==> config.mk <==
export PLATFORM = sky130hd
export DESIGN_NAME = irq_ctrl
export DESIGN_NICKNAME = d
export VERILOG_FILES = /design/src/rtl/irq_pkg.sv /design/src/rtl/irq_flag_bank.sv /design/src/rtl/irq_arbiter.sv /design/src/rtl/irq_level_track.sv /design/src/rtl/irq_ctrl.sv
export SDC_FILE = /design/constraint.sdc
export NUM_CORES = 1
export LEC_CHECK = 0
export BUFFER_PORTS_ARGS = -buffer_cell sky130_fd_sc_hd__buf_2
export CORE_ASPECT_RATIO = 0.75
export CORE_UTILIZATION = 43
export CTS_CLUSTER_SIZE = 40
export DETAILED_ROUTE_END_ITERATION = 8
export GPL_ROUTABILITY_DRIVEN = 1
export PLACE_DENSITY_LB_ADDON = 0.15
export REMOVE_ABC_BUFFERS = 1
export SLEW_MARGIN = 20
export SYNTH_ARGS = -nofsm -noshare
export SYNTH_HDL_FRONTEND = slang
export SYNTH_SLANG_ARGS = --single-unit
==> constraint.sdc <==
create_clock -name clk -period 1.7 [get_ports clk]
set_clock_uncertainty 0.1 [all_clocks]
set_input_delay 0.17 -clock clk [delete_from_list [all_inputs] [get_ports clk]]
set_output_delay 0.17 -clock clk [all_outputs]
set_load 0.05 [all_outputs]
==> src/rtl/irq_pkg.sv <==
`timescale 1ns/1ps
package irq_pkg;

  typedef enum logic [1:0] {
    SRC_EXT = 2'd0,
    SRC_TMR = 2'd1,
    SRC_SER = 2'd2
  } src_kind_e;

  // Sources interleave pin and timer, with the serial source last.
  function automatic src_kind_e src_kind(input int idx, input int nsrc);
    if (idx == nsrc - 1) return SRC_SER;
    else if ((idx % 2) == 0) return SRC_EXT;
    else return SRC_TMR;
  endfunction

endpackage

==> src/rtl/irq_flag_bank.sv <==
`timescale 1ns/1ps
module irq_flag_bank import irq_pkg::*; #(
  parameter int N_PAIR = 2,
  parameter int NSRC   = 2 * N_PAIR + 1,
  parameter int IDX_W  = $clog2(NSRC)
) (
  input  logic              clk,
  input  logic              rst,
  input  logic [N_PAIR-1:0] ext_pin_n,
  input  logic [N_PAIR-1:0] ext_edge,
  input  logic [N_PAIR-1:0] tmr_ovf,
  input  logic              ser_req,
  input  logic              fire,
  input  logic [IDX_W-1:0]  fire_idx,
  output logic [NSRC-1:0]   pend
);

  for (genvar i = 0; i < NSRC; i++) begin : g_src
    localparam int P = i / 2;
    logic flag_q;
    logic hit;

    assign hit     = fire && (fire_idx == IDX_W'(i));
    assign pend[i] = flag_q;

    if (src_kind(i, NSRC) == SRC_SER) begin : g_ser
      always_ff @(posedge clk) begin
        if (rst) flag_q <= 1'b0;
        else     flag_q <= ser_req;
      end
    end else if (src_kind(i, NSRC) == SRC_EXT) begin : g_ext
      logic pin_d;
      always_ff @(posedge clk) begin
        if (rst) begin
          pin_d  <= 1'b1;
          flag_q <= 1'b0;
        end else begin
          pin_d <= ext_pin_n[P];
          if (!ext_edge[P])                  flag_q <= ~ext_pin_n[P];
          else if (pin_d && !ext_pin_n[P])   flag_q <= 1'b1;
          else if (hit)                      flag_q <= 1'b0;
        end
      end
    end else begin : g_tmr
      always_ff @(posedge clk) begin
        if (rst)             flag_q <= 1'b0;
        else if (tmr_ovf[P]) flag_q <= 1'b1;
        else if (hit)        flag_q <= 1'b0;
      end
    end
  end

endmodule

==> src/rtl/irq_arbiter.sv <==
`timescale 1ns/1ps
module irq_arbiter #(
  parameter int NSRC  = 5,
  parameter int IDX_W = $clog2(NSRC)
) (
  input  logic [NSRC-1:0]  pend,
  input  logic [NSRC-1:0]  src_en,
  input  logic [NSRC-1:0]  src_hi,
  input  logic             glb_en,
  input  logic             act_hi,
  input  logic             act_lo,
  output logic             req_valid,
  output logic             req_hi,
  output logic [IDX_W-1:0] req_idx
);

  logic [NSRC-1:0] elig, hi_cand, lo_cand, pick;

  always_comb begin
    elig    = pend & src_en & {NSRC{glb_en}};
    hi_cand = elig &  src_hi & {NSRC{~act_hi}};
    lo_cand = elig & ~src_hi & {NSRC{~act_hi & ~act_lo}};
    req_hi  = |hi_cand;
    pick    = req_hi ? hi_cand : lo_cand;
    req_valid = |pick;
    req_idx = '0;
    for (int i = NSRC - 1; i >= 0; i--) begin
      if (pick[i]) req_idx = IDX_W'(i);
    end
  end

endmodule

==> src/rtl/irq_level_track.sv <==
`timescale 1ns/1ps
module irq_level_track (
  input  logic       clk,
  input  logic       rst,
  input  logic       grant,
  input  logic       grant_hi,
  input  logic       ret,
  output logic [1:0] act,
  output logic       pop
);

  logic [1:0] act_nx;

  always_comb begin
    act_nx = act;
    if (ret) begin
      if (act[1]) act_nx[1] = 1'b0;
      else        act_nx[0] = 1'b0;
    end
    if (grant) begin
      if (grant_hi) act_nx[1] = 1'b1;
      else          act_nx[0] = 1'b1;
    end
  end

  always_ff @(posedge clk) begin
    if (rst) begin
      act <= 2'b00;
      pop <= 1'b0;
    end else begin
      act <= act_nx;
      pop <= ret && (act != 2'b00);
    end
  end

endmodule

==> src/rtl/irq_ctrl.sv <==
`timescale 1ns/1ps
module irq_ctrl import irq_pkg::*; #(
  parameter int N_PAIR   = 2,
  parameter int VEC_W    = 8,
  parameter int VEC_BASE = 3,
  parameter int VEC_STEP = 8
) (
  input  logic                clk,
  input  logic                rst,
  input  logic [N_PAIR-1:0]   ext_pin_n,
  input  logic [N_PAIR-1:0]   ext_edge,
  input  logic [N_PAIR-1:0]   tmr_ovf,
  input  logic                ser_req,
  input  logic                glb_en,
  input  logic [2*N_PAIR:0]   src_en,
  input  logic [2*N_PAIR:0]   src_hi,
  input  logic                insn_bound,
  input  logic                reti,
  output logic                take,
  output logic [VEC_W-1:0]    vec_addr,
  output logic [1:0]          in_service,
  output logic                pc_pop
);

  localparam int NSRC  = 2 * N_PAIR + 1;
  localparam int IDX_W = $clog2(NSRC);

  logic [NSRC-1:0]  pend;
  logic             req_valid, req_hi, fire;
  logic [IDX_W-1:0] req_idx;
  logic [VEC_W-1:0] vec_c;

  irq_flag_bank #(.N_PAIR(N_PAIR), .NSRC(NSRC), .IDX_W(IDX_W)) u_flags (
    .clk      (clk),
    .rst      (rst),
    .ext_pin_n(ext_pin_n),
    .ext_edge (ext_edge),
    .tmr_ovf  (tmr_ovf),
    .ser_req  (ser_req),
    .fire     (fire),
    .fire_idx (req_idx),
    .pend     (pend)
  );

  irq_arbiter #(.NSRC(NSRC), .IDX_W(IDX_W)) u_arb (
    .pend     (pend),
    .src_en   (src_en),
    .src_hi   (src_hi),
    .glb_en   (glb_en),
    .act_hi   (in_service[1]),
    .act_lo   (in_service[0]),
    .req_valid(req_valid),
    .req_hi   (req_hi),
    .req_idx  (req_idx)
  );

  irq_level_track u_lvl (
    .clk     (clk),
    .rst     (rst),
    .grant   (fire),
    .grant_hi(req_hi),
    .ret     (reti),
    .act     (in_service),
    .pop     (pc_pop)
  );

  assign fire  = insn_bound && req_valid;
  assign vec_c = VEC_W'(VEC_BASE) + VEC_W'(req_idx) * VEC_W'(VEC_STEP);

  always_ff @(posedge clk) begin
    if (rst) begin
      take     <= 1'b0;
      vec_addr <= '0;
    end else begin
      take <= fire;
      if (fire) vec_addr <= vec_c;
    end
  end

endmodule

==> results_dict.tcl, run 1 <==
set metrics [dict create \
    crit_path_cell_trace "buf_6 > and2b_2 > nand3_2 > o41ai_4 > buf_6 > nor2_4 > a32o_1" \
    routedWlPerCell_um 16.98 \
    peakVddDrop_v 0.0006336 \
    grt_max_degree 13 \
    clock_latency_on_the_worst_skew_pair_ps 300 \
    synth-compound-area-share_pct 34.41 \
    dr_total_vias 1078 \
    tritoncts.num_buffers 3 \
    synth.avg_cell_area_um2 8.649 \
    fmax_mhz 540.4 \
    synth.area.mux_share_pct 0 \
    highest-signal-layer "met4" \
    postLayoutSetupSlackWorst_ps -150.7 \
    drt_wl_total_um 3056 \
    layout.core_utilization_pct 74.47 \
    dr_wl_met2_um 1364 \
    synthDistinctLibCells 43 \
    run_status "finished with violations" \
    drc_errors 0 \
    die_height_um 41.42 \
    dieWidth_um 54.56 \
    n_antenna_cell 0 \
    crit_top_cell "sky130_fd_sc_hd__buf_6" \
    whs_ps -6.907 \
    grt-ovfl-total 0 \
    dr.pass1.iters 4 \
    finalPower_mw 0.9268 \
    ctsLongestPathBuffers 2 \
    layout_worst_path_cycle_share_pct 108.9 \
    critical_path.endpoint_type "flop" \
    required_ps 1810 \
    antenna_found_initial 0 \
    synth_simple_gate_area_share_pct 22.61 \
    detailedRoute.firstIterationViolations 46 \
    vias_per_cell 5.989 \
    start_util_pct 48.47 \
    wirelength_met1_um 1303 \
    dpl-instance-area_um2 1140 \
    synthAdderAreaFrac_pct 0 \
    dominantRegCellSynth "sky130_fd_sc_hd__dfxtp_1" \
    post-dp-hpwl_um 1848 \
    maxSlewViolCount 0 \
    cts_tree "built" \
    rsz0062_at_grt "yes" \
    finalNetCount 181 \
    critical_path.max_fanout 5 \
    crit_arrival_ps 1960 \
    number_of_placed_i_o_pins 34 \
    number_of_sinks_on_the_clock_net 15 \
    crit_path_top_delay_cell "sky130_fd_sc_hd__dfxtp_4" \
    vias_in_the_first_global_route 1017 \
    path_clk_slew_ps 100 \
    post_synth_instance_area_um2 890.9 \
    first_pass_grt_wire_length_um 4712 \
    rows 13 \
    drtAntennaViolNets 0 \
    clock_tree.root_cell "sky130_fd_sc_hd__clkbuf_4" \
    postSynthCellCount 103 \
    hold_viol_final 1 \
    grt_resource_usage_total_pct 29.09 \
    ctsHtreeMaxLevel 1 \
    die-area_um2 2260 \
    wl_met3_um 255 \
    synthToLayoutAreaGrowth_pct 53.65 \
    type_of_the_most_critical_hold_path "in2reg" \
    startpoint_type "flop" \
    number_of_flops_mapped_to_enable_cells_by_yosys 0 \
    nFillCells 154 \
    xor_xnor_cell_area_share_of_the_yosys_netlist_pct 0 \
    main_combinational_cell_family_by_area_after_synthesis "compound AO/OA/AOI/OAI gates" \
    layout_min_cycle_time_ps 1851 \
    violations "hold timing, setup timing" \
    buffer_ports.inserted 30 \
    timing.max_cap.violations 0 \
    critical_path_class "reg2reg" \
    critical_path.max_stage_delay_ps 370 \
    layout_cells_sized_above_1_pct 50.63 \
    synth_async_sr_flop_share_pct 0 \
    cellPowerDensity_nw_per_um2 677.1 \
    finalInstanceArea_um2 1369 \
    report.final.setup_viol 11 \
    sequential_area_share_after_synthesis_pct 33.71 \
    place.gp.congestion 0.9193 \
    synth-seq-cells 15 \
    p_leak_nw 0.6514 \
    fp.coreArea_um2 1838 \
    synth_warnings 0 \
]
layer usage:
layer / vias to the layer above / track usage (%)
met2: 81 / 47.56
met4: 0 / 10.26
met3: 20 / 6.593
met1: 486 / 36.49
met5: - / 0
li1: 491 / -
power by group:
part,switching (mW),leakage (nW),total [mW],internal (mW)
logic,0.186,0.513,0.315,0.129
registers,0.0134,0.125,0.385,0.372
clock network,0.136,0.0139,0.226,0.0899
final cells by class:
| class | instances | area, um2 | area share, % |
|---|---|---|---|
| multi-input combinational | 75 | 608.1 | 44.42 |
| clock inverter | 1 | 7.507 | 0.5484 |
| tap | 22 | 27.53 | 2.011 |
| sequential | 15 | 305.3 | 22.30 |
| timing repair buffer | 56 | 367.9 | 26.87 |
| inverter | 8 | 30.03 | 2.194 |
| clock buffer | 3 | 22.52 | 1.645 |
synth_stat cells, drive strengths merged, types with 2 or more instances:
library cell / n / area (um2)
nand2: 8 / 30.03
inv: 8 / 30.03
nor3: 2 / 10.01
buf: 6 / 45.04
o41ai: 2 / 36.29
and4b: 2 / 23.77
nand3: 4 / 20.02
and2: 2 / 12.51
o21a: 2 / 15.01
dfxtp: 15 / 300.3
a32o: 2 / 20.02
nor2: 4 / 17.52
o311ai: 2 / 25.03
nor2b: 2 / 12.51
or2: 2 / 12.51
a21oi: 7 / 35.03
o31ai: 2 / 20.02
and3: 2 / 12.51
nand4: 3 / 18.77
o21ai: 9 / 45.04
worst max-delay path: cells and delay by family, from the launching register on:
kind / cells / cell delay (ps)
AO/OA/AOI/OAI: 2 / 600
buffers and inverters: 2 / 300
flip-flops: 1 / 370
AND/OR/NAND/NOR: 3 / 390
registers in the layout, summed over array words and instances (netlist names):
signal                     cells
u_flags.g_src.flag_q           5
vec_addr                       4
u_flags.g_src.g_ext.pin_d      2
u_lvl.act                      2
take                           1
u_lvl.pop                      1
path summary, 6_finish.rpt:
check                                  start                       to  slack, ps  cells after the start
worst max-delay path            u_lvl.act[1]              vec_addr[4]       -150                      7
worst min register to register   vec_addr[1]              vec_addr[1]        370                      2
worst min-delay path              tmr_ovf[0]  u_flags.g_src[1].flag_q         -7                      3
worst max register to register  u_lvl.act[1]              vec_addr[4]       -150                      7
layout by cell type (no fill, tap or decap), types with 2 or more instances in the layout:
cell type	n
sky130_fd_sc_hd__nor2_1	3
sky130_fd_sc_hd__nand3_1	3
sky130_fd_sc_hd__buf_2	30
sky130_fd_sc_hd__inv_1	8
sky130_fd_sc_hd__dlygate4sd3_1	3
sky130_fd_sc_hd__buf_6	4
sky130_fd_sc_hd__nand2_1	8
sky130_fd_sc_hd__o21a_1	2
sky130_fd_sc_hd__o21ai_2	3
sky130_fd_sc_hd__o311ai_4	2
sky130_fd_sc_hd__and3_1	2
sky130_fd_sc_hd__clkbuf_4	3
sky130_fd_sc_hd__a21oi_1	7
sky130_fd_sc_hd__o21ai_1	4
sky130_fd_sc_hd__o21ai_0	2
sky130_fd_sc_hd__a32o_1	2
sky130_fd_sc_hd__dfxtp_1	13
sky130_fd_sc_hd__nor2b_1	2
sky130_fd_sc_hd__or2_2	2
sky130_fd_sc_hd__and2_1	2
sky130_fd_sc_hd__buf_4	19
sky130_fd_sc_hd__nand4_1	3
sky130_fd_sc_hd__conb_1	3
logic make-up after synthesis:
logic type      Yosys count
buf+inv                  15
compound gates           37
simple gates             35
other cells               1
flops                    15
stage by stage:
step / TNS (ps) / setup slack, ps / hold WS (ps) / instances
floorplan: -3692 / -494.0 / 137.9 / 98
global placement: -1822 / -261.1 / 272.6 / 165
detailed placement: -2059 / -305.1 / 279.2 / 165
CTS: -502.2 / -107.0 / 1.129 / 179
global route: -1684 / -204.3 / 24.41 / 180
finish: -1028 / -150.7 / -6.907 / 180
timing repair:
| action | in CTS | in global routing |
|---|---|---|
| pin swaps | 13 | 5 |
| gates resized for setup | 23 | 6 |
| setup endpoints to repair | 10 | 11 |
| hold buffers | 3 | 0 |
| buffers inserted | 7 | 1 |
| endpoints found under the hold margin | 3 | 0 |
Note: power is estimated with default switching activity, not from simulation.
==> inputs of run 2 (changes only) <==
CORE_UTILIZATION = 40   (was 43)
CTS_BUF_LIST = sky130_fd_sc_hd__clkbuf_8   (was not set)
PLACE_DENSITY = 0.7   (was not set)
PLACE_DENSITY_LB_ADDON = not set   (was 0.15)
==> run 2 against run 1 <==
Compared with the run above:
- the run ends with setup timing left
- utilization shrank 7.1 points
- combinational power grew 2%
- die area grew 7.2%
- critical path type unchanged
==> results_dict.tcl, run 2 (synthesis results as in run 1) <==
set metrics [dict create \
    fmax_mhz 536.0 \
    layout_cells_sized_above_1_pct 51.95 \
    holdBufCountCts 0 \
    fp.coreArea_um2 2049 \
    p_leak_nw 0.6474 \
    first_pass_grt_wire_length_um 4616 \
    largest_register_ff_count 5 \
    dpl_worst_slack_ps -246.7 \
    reg.largest.list "u_flags.g_src.flag_q: 5 flops, vec_addr: 4 flops" \
    n_antenna_cell 0 \
    crit_arrival_ps 1950 \
    layout.core_utilization_pct 67.34 \
    grt-ovfl-total 0 \
    path_clk_slew_ps 60 \
    peakVddDrop_v 0.0006319 \
    timing.max_cap.violations 0 \
    critical_path.max_fanout 5 \
    final_common_cell "sky130_fd_sc_hd__buf_2" \
    dieWidth_um 56.50 \
    grt_resource_usage_total_pct 25.10 \
    violations "setup timing" \
    post-dp-hpwl_um 1851 \
    drt_wl_total_um 3272 \
    synthToLayoutAreaGrowth_pct 54.92 \
    vias_in_the_first_global_route 1003 \
    fin_setup_tns_ps -777.5 \
    wirelength_met1_um 1329 \
    layout_min_cycle_time_ps 1866 \
    largest-register "u_flags.g_src.flag_q" \
    tritoncts.num_buffers 3 \
    dr.pass1.iters 6 \
    rsz0062_at_grt "yes" \
    cts_tree "built" \
    die-area_um2 2422 \
    antenna_found_initial 0 \
    type_of_the_most_critical_hold_path "in2reg" \
    number_of_placed_i_o_pins 34 \
    ctsHtreeMaxLevel 1 \
    drtAntennaViolNets 0 \
    number_of_sinks_on_the_clock_net 15 \
    vias_per_cell 6.045 \
    nFillCells 158 \
    most-common-layout-cells "30 x sky130_fd_sc_hd__buf_2, 19 x sky130_fd_sc_hd__buf_4, 13 x sky130_fd_sc_hd__dfxtp_1" \
    critical_path.endpoint_type "flop" \
    highest-signal-layer "met4" \
    grt_max_degree 13 \
    dr_total_vias 1076 \
    ctsLongestPathBuffers 2 \
    report.final.setup_viol 8 \
    drc_errors 0 \
    required_ps 1780 \
    wl_met3_um 265 \
    run_status "finished with violations" \
    startpoint_type "flop" \
    die_height_um 42.87 \
    maxSlewViolCount 0 \
    routedWlPerCell_um 18.38 \
    critical_path_class "reg2reg" \
    postLayoutSetupSlackWorst_ps -165.6 \
    hold_viol_final 0 \
    detailedRoute.firstIterationViolations 43 \
    finalNetCount 177 \
    start_util_pct 43.47 \
    place.gp.congestion 0.9671 \
    finalPower_mw 1.008 \
    buffer_ports.inserted 30 \
    clock_tree.root_cell "sky130_fd_sc_hd__clkbuf_8" \
    clock_latency_on_the_worst_skew_pair_ps 260 \
    cellPowerDensity_nw_per_um2 730.3 \
    rows 14 \
    layout_worst_path_cycle_share_pct 109.7 \
    dr_wl_met2_um 1536 \
]
==> run 2: changes by cell type in the layout (fill, tap and decap cells not counted), sizes merged <==
cell and change:
dlygate4sd3 -3, buf -1, clkinvlp -1, clkinv +1
==> run 2: worst max-delay path, cell delays in order (launching register included) <==
cell and delay [ps]:
sky130_fd_sc_hd__dfxtp_4 360, sky130_fd_sc_hd__nor3b_4 190, sky130_fd_sc_hd__nand4_1 210, sky130_fd_sc_hd__buf_4 220
sky130_fd_sc_hd__buf_6 110, sky130_fd_sc_hd__buf_6 110, sky130_fd_sc_hd__o41ai_4 260, sky130_fd_sc_hd__a21oi_2 120
sky130_fd_sc_hd__nor3_1 120
==> run 2: final cells by class <==
type	count	area [um2]	share of cell area, %
Clock buffer	3	41.29	2.992
Sequential cell	15	305.3	22.12
Timing Repair Buffer	52	326.6	23.66
Tap cell	24	30.03	2.176
Multi-Input combinational cell	75	641.9	46.51
Clock inverter	1	5.005	0.3626
Inverter	8	30.03	2.176
==> run 2: metal layers <==
layer | vias to the layer above | GRT usage [%]
met5 | - | 0
met4 | 0 | 12.68
met3 | 19 | 6.402
met2 | 75 | 43.06
met1 | 502 | 29.00
li1 | 480 | -
==> run 2: timing repair <==
| item | 4_1_cts | 5_1_grt |
|---|---|---|
| hold endpoints to repair | 0 | 0 |
| setup endpoints to repair | 10 | 11 |
| buffers inserted | 9 | 1 |
| pin swaps | 9 | 11 |
| cloned | 0 | 0 |
| gates resized for setup | 15 | 16 |
==> run 2: final timing paths <==
kind	start	end	slack, ps	cells after the start
hold reg to reg	vec_addr[1]	vec_addr[1]	380	2
setup reg to reg	u_lvl.act[1]	vec_addr[5]	-170	8
hold / removal	ext_pin_n[1]	u_flags.g_src[2].g_ext.pin_d	10	2
setup / recovery	u_lvl.act[1]	vec_addr[5]	-170	8
==> run 2: report_power, final <==
group	switching, mW	total, mW	internal, mW
registers	0.0154	0.388	0.372
clock network	0.135	0.298	0.163
logic	0.193	0.322	0.128
==> run 2: stage by stage <==
| step | hold slack [ps] | instance area [um2] | cells |
|---|---|---|---|
| 2_1_floorplan | 137.9 | 849.6 | 98 |
| 3_3_place_gp | 273.8 | 1127 | 165 |
| 3_5_place_dp | 276.1 | 1127 | 165 |
| 4_1_cts | 9.210 | 1308 | 178 |
| 5_1_grt | 8.925 | 1380 | 178 |
| 6_report | 10.76 | 1380 | 178 |
